`config.mk`:
```
export PLATFORM = sky130hd
export DESIGN_NAME = rxq_tagged_fifo
export DESIGN_NICKNAME = d
export VERILOG_FILES = /design/src/rtl/rxq_pkg.sv /design/src/rtl/rxq_ring.sv /design/src/rtl/rxq_frame_len.sv /design/src/rtl/rxq_tagged_fifo.sv
export SDC_FILE = /design/constraint.sdc
export NUM_CORES = 1
export LEC_CHECK = 0
export BUFFER_PORTS_ARGS = -buffer_cell sky130_fd_sc_hd__buf_2
export CORE_MARGIN = 3
export CORE_UTILIZATION = 40
export DETAILED_ROUTE_END_ITERATION = 16
export GPL_ROUTABILITY_DRIVEN = 0
export GPL_TIMING_DRIVEN = 0
export PLACE_DENSITY_LB_ADDON = 0.2
export SLEW_MARGIN = 5
export SYNTH_ARGS = -nofsm -noshare
export SYNTH_HDL_FRONTEND = slang
export SYNTH_SLANG_ARGS = --single-unit
```
`constraint.sdc`:
```
create_clock -name clk -period 3.9 [get_ports clk]
set_clock_uncertainty 0.15 [all_clocks]
set_input_delay 0.78 -clock clk [delete_from_list [all_inputs] [get_ports clk]]
set_output_delay 0.78 -clock clk [all_outputs]
set_load 0.005 [all_outputs]
```
`src/rtl/rxq_pkg.sv`:
```
package rxq_pkg;
   localparam int TAG_W = 4;

   // Status carried with every byte; perr is bit 0, idle is bit 3.
   typedef struct packed {
      logic idle;
      logic eof;
      logic ferr;
      logic perr;
   } rxq_tag_t;

   function automatic rxq_tag_t make_tag(input logic perr, input logic ferr,
                                         input logic eof, input logic idle);
      rxq_tag_t t;
      t.perr = perr;
      t.ferr = ferr;
      t.eof  = eof;
      t.idle = idle;
      return t;
   endfunction
endpackage

```
`src/rtl/rxq_ring.sv`:
```
module rxq_ring #(
   parameter int DEPTH = 32,
   parameter int WORD_W = 12,
   localparam int AW = (DEPTH > 1) ? $clog2(DEPTH) : 1,
   localparam int LW = $clog2(DEPTH + 1)
) (
   input  logic              clk,
   input  logic              rst_n,
   input  logic              push_req,
   input  logic [WORD_W-1:0] push_word,
   input  logic              pop_req,
   output logic [WORD_W-1:0] head_word,
   output logic [LW-1:0]     level,
   output logic              full,
   output logic              empty,
   output logic              push_done,
   output logic              push_drop
);
   localparam logic [LW-1:0] FULL_LVL = LW'(DEPTH);
   localparam logic [AW-1:0] LAST_PTR = AW'(DEPTH - 1);
   localparam bit POW2 = (DEPTH & (DEPTH - 1)) == 0;

   if (DEPTH < 2) begin : g_bad_depth
      $error("rxq_ring: DEPTH must be at least 2");
   end
   if (WORD_W < 1) begin : g_bad_width
      $error("rxq_ring: WORD_W must be positive");
   end

   logic [WORD_W-1:0] mem [DEPTH];
   logic [AW-1:0] wr_ptr, rd_ptr, wr_ptr_nx, rd_ptr_nx;
   logic do_pop;

   assign full  = (level == FULL_LVL);
   assign empty = (level == '0);

   assign do_pop    = pop_req && !empty;
   assign push_done = push_req && (!full || do_pop);
   assign push_drop = push_req && full && !do_pop;

   if (POW2) begin : g_wrap_free
      assign wr_ptr_nx = wr_ptr + AW'(1);
      assign rd_ptr_nx = rd_ptr + AW'(1);
   end else begin : g_wrap_cmp
      assign wr_ptr_nx = (wr_ptr == LAST_PTR) ? '0 : wr_ptr + AW'(1);
      assign rd_ptr_nx = (rd_ptr == LAST_PTR) ? '0 : rd_ptr + AW'(1);
   end

   always_ff @(posedge clk or negedge rst_n) begin
      if (!rst_n) begin
         wr_ptr <= '0;
         rd_ptr <= '0;
         level  <= '0;
      end else begin
         if (push_done) wr_ptr <= wr_ptr_nx;
         if (do_pop)    rd_ptr <= rd_ptr_nx;
         case ({push_done, do_pop})
            2'b10:   level <= level + LW'(1);
            2'b01:   level <= level - LW'(1);
            default: level <= level;
         endcase
      end
   end

   always_ff @(posedge clk) begin
      if (push_done) mem[wr_ptr] <= push_word;
   end

   assign head_word = mem[rd_ptr];

   AST_NO_OVERFLOW: assert property (@(posedge clk) disable iff (!rst_n)
      level <= FULL_LVL);
   AST_DROP_KEEPS_LEVEL: assert property (@(posedge clk) disable iff (!rst_n)
      (push_req && full && !pop_req) |=> (level == FULL_LVL));
   AST_FULL_SWAP: assert property (@(posedge clk) disable iff (!rst_n)
      (push_req && full && pop_req) |=> (level == FULL_LVL));
   AST_EMPTY_POP_IDLE: assert property (@(posedge clk) disable iff (!rst_n)
      (empty && pop_req && !push_req) |=> empty);
endmodule

```
`src/rtl/rxq_frame_len.sv`:
```
module rxq_frame_len #(
   parameter int LEN_W = 16,
   parameter bit SATURATE = 1'b1
) (
   input  logic             clk,
   input  logic             rst_n,
   input  logic             acc,
   input  logic             acc_eof,
   output logic [LEN_W-1:0] frame_len,
   output logic             eof_pulse
);
   localparam logic [LEN_W-1:0] MAX_LEN = '1;

   if (LEN_W < 2) begin : g_bad_len
      $error("rxq_frame_len: LEN_W must be at least 2");
   end

   logic [LEN_W-1:0] run_cnt, base_cnt, next_cnt;
   logic             restart;

   assign base_cnt = restart ? '0 : run_cnt;

   if (SATURATE) begin : g_sat
      assign next_cnt = (base_cnt == MAX_LEN) ? MAX_LEN : base_cnt + LEN_W'(1);
   end else begin : g_wrap
      assign next_cnt = base_cnt + LEN_W'(1);
   end

   always_ff @(posedge clk or negedge rst_n) begin
      if (!rst_n) begin
         run_cnt   <= '0;
         restart   <= 1'b1;
         frame_len <= '0;
         eof_pulse <= 1'b0;
      end else begin
         eof_pulse <= acc && acc_eof;
         if (acc) begin
            run_cnt <= next_cnt;
            restart <= acc_eof;
            if (acc_eof) frame_len <= next_cnt;
         end
      end
   end

   AST_LEN_HELD: assert property (@(posedge clk) disable iff (!rst_n)
      !eof_pulse |-> $stable(frame_len));
   AST_LEN_NONZERO: assert property (@(posedge clk) disable iff (!rst_n)
      eof_pulse |-> (frame_len != '0));
   AST_EOF_SINGLE: assert property (@(posedge clk) disable iff (!rst_n)
      eof_pulse |=> !eof_pulse || $past(acc && acc_eof));
endmodule

```
`src/rtl/rxq_tagged_fifo.sv`:
```
module rxq_tagged_fifo #(
   parameter int DEPTH = 32,
   parameter int DATA_W = 8,
   parameter int LEN_W = 16,
   parameter bit SATURATE = 1'b1,
   localparam int LW = $clog2(DEPTH + 1)
) (
   input  logic                   clk,
   input  logic                   rst_n,
   input  logic                   in_valid,
   input  logic [DATA_W-1:0]      in_byte,
   input  logic                   in_perr,
   input  logic                   in_ferr,
   input  logic                   in_idle,
   input  logic                   in_eof,
   input  logic                   pop,
   output logic [DATA_W-1:0]      out_byte,
   output logic [rxq_pkg::TAG_W-1:0] out_tag,
   output logic [LW-1:0]          level,
   output logic                   full,
   output logic                   empty,
   output logic                   irq_overrun,
   output logic                   irq_eof,
   output logic [LEN_W-1:0]       frame_len
);
   import rxq_pkg::*;

   localparam int WORD_W = DATA_W + TAG_W;

   if (DATA_W < 1) begin : g_bad_data
      $error("rxq_tagged_fifo: DATA_W must be positive");
   end

   rxq_tag_t          wr_tag, rd_tag;
   logic [WORD_W-1:0] wr_word, rd_word;
   logic              push_done, push_drop;

   assign wr_tag  = make_tag(in_perr, in_ferr, in_eof, in_idle);
   assign wr_word = {wr_tag, in_byte};

   rxq_ring #(.DEPTH(DEPTH), .WORD_W(WORD_W)) u_ring (
      .clk       (clk),
      .rst_n     (rst_n),
      .push_req  (in_valid),
      .push_word (wr_word),
      .pop_req   (pop),
      .head_word (rd_word),
      .level     (level),
      .full      (full),
      .empty     (empty),
      .push_done (push_done),
      .push_drop (push_drop)
   );

   assign rd_tag   = rxq_tag_t'(rd_word[WORD_W-1:DATA_W]);
   assign out_byte = rd_word[DATA_W-1:0];
   assign out_tag  = rd_tag;

   rxq_frame_len #(.LEN_W(LEN_W), .SATURATE(SATURATE)) u_len (
      .clk       (clk),
      .rst_n     (rst_n),
      .acc       (push_done),
      .acc_eof   (in_eof),
      .frame_len (frame_len),
      .eof_pulse (irq_eof)
   );

   always_ff @(posedge clk or negedge rst_n) begin
      if (!rst_n) irq_overrun <= 1'b0;
      else        irq_overrun <= push_drop;
   end

   AST_OVERRUN_CAUSE: assert property (@(posedge clk) disable iff (!rst_n)
      irq_overrun |-> $past(in_valid && full && !pop));
   AST_OVERRUN_SEEN: assert property (@(posedge clk) disable iff (!rst_n)
      (in_valid && full && !pop) |=> irq_overrun);
   AST_EOF_CAUSE: assert property (@(posedge clk) disable iff (!rst_n)
      irq_eof |-> $past(in_valid && in_eof && !(full && !pop)));
   AST_FLAGS_EXCL: assert property (@(posedge clk) disable iff (!rst_n)
      !(full && empty));
endmodule

```
# After elaboration in Yosys (flattened, before gate mapping)
# Memory sizes are Yosys's and may differ from the RTL's.
# Cells that the tools add are included.
# op_classes
mux	5
reduce_logical	12
eq_ne	4
n_addsub	5
# ops
op	count
2-to-1 mux 16 bit	2
adder 16 x 1 -> 16 bit (second input constant)	1
== test 16 bit (second input constant)	1
one-hot mux 6 bit (2 select lines)	1
adder 5 x 1 -> 5 bit (second input constant)	2
adder 6 x 1 -> 6 bit (second input constant)	1
== test 6 bit (second input constant)	1
logical NOT 6 bit	1
subtractor 6 x 1 -> 6 bit (second input constant)	1
logical AND 1 bit	5
logical NOT 1 bit	3
== test 2 x 1 -> 1 bit (second input constant)	1
== test 2 bit (second input constant)	1
2-to-1 mux 1 bit	2
AND reduction 2 bit	1
nonzero test 2 bit	1
logical OR 1 bit	1
# word_totals
in_bits	16
ramBits	384
n_memories	1
wordCells	35
out_inout_bits	38
ff_bits	51
# memory_table
memory	words	width	read_ports	rd_clocked_by_memory_dff	write_ports	line_no	text
u_ring.mem	32	12	1	0	1	rxq_ring.sv:30	logic [WORD_W-1:0] mem [DEPTH];

# Depth between registers and ports, before layout
# logic_depth
word_depth	7
ltp_mapped	11
mapped_depth_nobuf	11

# Cells and area by module
# From an unflattened synthesis, not the netlist that was laid out.
# hier_totals
cells_unflattened	993
hier_area_um2	17713.2
# by_module_without_submodules
mod	seq_area_each_um2	cells_per_inst	area_per_inst_um2	n_inst
rxq_ring	11931.4	791	15780.1	1
rxq_frame_len	852.1	201	1908.1	1
rxq_tagged_fifo	25.0	1	25.0	1

# Least setup slack after synthesis
# OpenSTA, ideal clock, no wires.
# synth_path
kind	register to output
start	register u_ring.rd_ptr[1]
end	output port out_byte[0]
n_path_buf	3
required_ps	2970
arrival_ps	2162
stages_incl_launch_ff	7
slack_ps	808
path_cell_list	dfrtp_1 > clkbuf_1 > buf_2 > clkbuf_1 > mux4_2 > mux4_2 > mux2_2
# synth_via
elab_chain_cells	1
# synth_rtl
item	line_no	text
start: declaration	rxq_ring.sv:31	logic [AW-1:0] wr_ptr, rd_ptr, wr_ptr_nx, rd_ptr_nx;
start signal: assignment	rxq_ring.sv:56	if (do_pop) rd_ptr <= rd_ptr_nx;
memory read (32 x 12 bit)	--	
end: declaration	rxq_tagged_fifo.sv:17	output logic [DATA_W-1:0] out_byte,
# No other way between the ends.

# Final worst setup path
# layout_path
start	register u_ring.rd_ptr[0]
end	output port out_byte[2]
# Same word-level chain as after synthesis.

==> metrics.yaml <==
outcome:
  run_status: "finished, final reports clean"
critical_path:
  critical_path_data_arrival_time_ps: 2940
  reg2regPathDepth: 5
  worst_ep_required_time_ps: 2970
  reg2reg_setup_slack_ps: 420
  endpoint_kind: "primary output"
  critical_path_startpoint: "u_ring.rd_ptr[0]"
  critical_path.startpoint_type: "register"
  reg2reg_start: "u_ring.level[5]"
  worst_r2r_endpoint: "u_ring.mem[24][7]"
  worstSetupEndpoint: "out_byte[2]"
  path_max_fanout: 4
  timing_worst_setup_path_type: "reg -> out"
power:
  power.leakage_nw: 6.83
  power_w: 0.0150
  pwr_density_cell_mw_per_mm2: 734
  ir_drop_uv: 394
sta:
  unrepaired_setup_endpoints_after_global_routing: "true"
  slew_violations: 0
  timing.final.ws_setup_ps: 33.5
  crit_path_time_final_ps: 3870
  worst_slew_margin_rel_pct: 12.5
  period_share_pct: 99.1
  number_of_hold_violations_in_the_final_report: 0
  worst_pin_slew_ps: 1310
  achievable-frequency_ghz: 0.259
  setup-violations-final: 0
floorplanning:
  area_inside_the_core_boundary_mm2: 0.0425
  floorplan.die_area_mm2: 0.0461
  chipHeight_um: 215
  io-pin-count: 54
  fp.dieW_um: 215
  initial_core_util_pct: 41.0
  placementRows: 75
cells_and_area:
  fin_nets: 1009
  post_route_cells_drive_above_1_share_pct: 29.1
  finalCoreUtilization_pct: 48.1
  syn2layout_area_growth_pct: 17.2
  n_antenna_cell: 0
  finish.instance_area_mm2: 0.0204
detailed_routing:
  total_drc_errors_in_the_routed_layout: 0
  wirelength_mm: 39.5
  drt_pre_antenna_iters: 5
  detail_route.wl_per_cell_um: 24.8
  vias: 8710
  detailedRoute.firstIterationViolations: 883
  drt.antenna.violating_nets: 0
  post_drt_via_cell_ratio: 5.46
yosys:
  synthesis.nets: 896
  ys_seq_area_share_pct: 73.5
  synthTopCellsByArea: "sky130_fd_sc_hd__edfxtp_1 66%, sky130_fd_sc_hd__mux4_2 15%, sky130_fd_sc_hd__dfrtp_1 7.2%"
  dominantRegCellSynth: "sky130_fd_sc_hd__edfxtp_1"
  postSynthRegisterBits: 435
  asyncSetResetFlopFracSynth_pct: 11.7
  yosys.area.top_type_share_pct: 66.1
  ys_types: 53
  netlist_area_mm2: 0.0174
  synth-edff-count: 384
  yosysTopAreaCell: "sky130_fd_sc_hd__edfxtp_1"
  post_synth_inst_count: 869
  synth-warning-count: 0
  synth.avg_cell_area_um2: 20.1
global_routing:
  grt_pass1_wl_mm: 58.3
  grtUsageMet3_pct: 3.55
  gr-usage-met2_pct: 24.7
  global_route.usage.total_pct: 17.0
  grt-ovfl-total: 0
  grt.busiest_layer: "met1"
  global_route.usage.met1_pct: 26.5
  grt_antenna_before_repair: 0
  grt_max_degree: 52
  first_global_vias: 8789
cts:
  cts.htree.levels: 2
  clkSlewWorstSetupHoldPaths_ps: 60
  clock-sinks: 435
  tritoncts: "done"
  tritoncts.num_buffers: 46
  cts_hold_buf: 0
  clk_latency_ps: 560
  clk_path_buf_depth: 3
  cts-root-buf: "sky130_fd_sc_hd__clkbuf_16"
place:
  place.detailed.hpwl_mm: 24.3
  dpl_cell_area_mm2: 0.0184
  placement.io_buffers: 53
  dp_slack_ps: -168
min_path:
  hold_class: "in -> async"
run:
  number_of_max_cap_violations: 0
## kinds of logic (layout without fill, tap and decap cells)
logic type      Yosys count  in the layout  synth area share [%]
flops                   435            435                  73.5
compound gates           64             64                  2.13
mux                     147            147                  17.3
fa+ha+maj                11             11                 0.832
xor+xnor                 20             20                  1.00
buf+inv                  56            205                  1.51
simple gates            136            136                  3.72
## state kept, by name, indices dropped and copies added, names as in the netlist
signal and count:
u_ring.mem 384, u_len.frame_len 16, u_len.run_cnt 16, u_ring.level 6
u_ring.rd_ptr 5, u_ring.wr_ptr 5, irq_overrun 1, u_len.eof_pulse 1
u_len.restart 1
## cell usage after synthesis, types with 6 or more instances
cell type and number:
sky130_fd_sc_hd__edfxtp_1 384, sky130_fd_sc_hd__nand4_1 7, sky130_fd_sc_hd__or3_1 6, sky130_fd_sc_hd__o21ai_0 8, sky130_fd_sc_hd__mux2_2 15, sky130_fd_sc_hd__xnor2_1 18, sky130_fd_sc_hd__mux2_1 7, sky130_fd_sc_hd__nand2_1 32
sky130_fd_sc_hd__dfrtp_1 50, sky130_fd_sc_hd__a21oi_1 27, sky130_fd_sc_hd__ha_1 10, sky130_fd_sc_hd__nand3_1 6, sky130_fd_sc_hd__clkbuf_1 30, sky130_fd_sc_hd__inv_1 9, sky130_fd_sc_hd__mux4_1 6, sky130_fd_sc_hd__o21ai_1 13
sky130_fd_sc_hd__nor2_1 53, sky130_fd_sc_hd__buf_2 9, sky130_fd_sc_hd__mux4_2 114
## metal layers
| metal | vias to the layer above | wire length (um) | share of wire (%) |
|---|---|---|---|
| met4 | 0 | 840 | 2.1 |
| li1 | 3771 | - | - |
| met3 | 61 | 2490 | 6.3 |
| met2 | 258 | 17700 | 45 |
| met5 | - | 0 | 0 |
| met1 | 4620 | 18400 | 47 |
## worst max-delay path: stages, from the launching register on
cell	delay, ps
sky130_fd_sc_hd__dfrtp_1	370
sky130_fd_sc_hd__buf_6	140
sky130_fd_sc_hd__buf_12	140
sky130_fd_sc_hd__clkbuf_16	170
sky130_fd_sc_hd__mux4_2	560
sky130_fd_sc_hd__mux4_2	520
sky130_fd_sc_hd__mux2_2	320
sky130_fd_sc_hd__buf_2	140
## final cells by class
cell class              instances  area, um2
inverters                      11       41.3
clock inverters                24        334
fillers                      3538      22100
multi-input cells             378       4380
repair buffers                 66        543
well taps                     577        722
plain buffers                  44        385
flip-flops and latches        435      12800
clock buffers                  60       1210
## repair_timing
action | 4_1_cts | 5_1_grt
pin swaps | 0 | 0
buffers inserted | 7 | 1
gates cloned | 1 | 4
endpoints found under the setup margin | 12 | 12
hold endpoints to repair | 0 | 0
gates resized for setup | 50 | 21
## power breakdown
part | leakage [nW] | total, W | internal (W) | switching, W
Sequential | 4.10 | 0.00565 | 0.00546 | 0.000183
Combinational | 1.97 | 0.00483 | 0.00248 | 0.00235
Clock | 0.751 | 0.00451 | 0.00273 | 0.00178
## worst min path at each step
stage	from	end	slack [ps]	cells past startpoint
4_1_cts	rst_n	u_ring.rd_ptr[0]	340	1
5_1_grt	rst_n	u_ring.rd_ptr[4]	150	1
3_3_place_gp	u_len.frame_len[4]	u_len.frame_len[4]	320	1
3_5_place_dp	u_len.frame_len[14]	u_len.frame_len[14]	320	2
2_1_floorplan	rst_n	irq_overrun	330	0
6_report	rst_n	u_ring.level[4]	110	1
## layout by cell type, fill, tap and decap left out, drive strengths merged, types with 2 or more instances in the layout
| cell type | Yosys | final |
|---|---|---|
| dfrtp | 50 | 50 |
| xor2 | 2 | 2 |
| edfxtp | 384 | 384 |
| nand2b | 5 | 5 |
| nand4 | 7 | 7 |
| nand2 | 32 | 32 |
| xnor2 | 18 | 18 |
| a21o | 3 | 3 |
| inv | 11 | 13 |
| mux2 | 22 | 22 |
| nor2 | 53 | 53 |
| ha | 10 | 10 |
| mux2i | 5 | 5 |
| and3 | 3 | 3 |
| and4 | 2 | 2 |
| o21ai | 21 | 21 |
| nor4 | 4 | 4 |
| buf | 15 | 77 |
| o211ai | 3 | 3 |
| clkbuf | 30 | 92 |
| a21oi | 27 | 27 |
| nor3 | 4 | 4 |
| mux4 | 120 | 120 |
| clkinv | 0 | 13 |
| nor2b | 4 | 4 |
| nand3 | 6 | 6 |
| or3 | 6 | 6 |
| bufinv | 0 | 8 |
| nand3b | 4 | 4 |
## metrics by stage
| stage | hold slack [ps] | setup TNS, ps | std cells |
|---|---|---|---|
| floorplan | 329 | 0 | 869 |
| global placement | 316 | -1100 | 1499 |
| detailed placement | 321 | -1220 | 1499 |
| CTS | 339 | -11.2 | 1590 |
| global route | 146 | -115 | 1595 |
| finish | 113 | 0 | 1595 |
(Power assumes the default switching activity.)
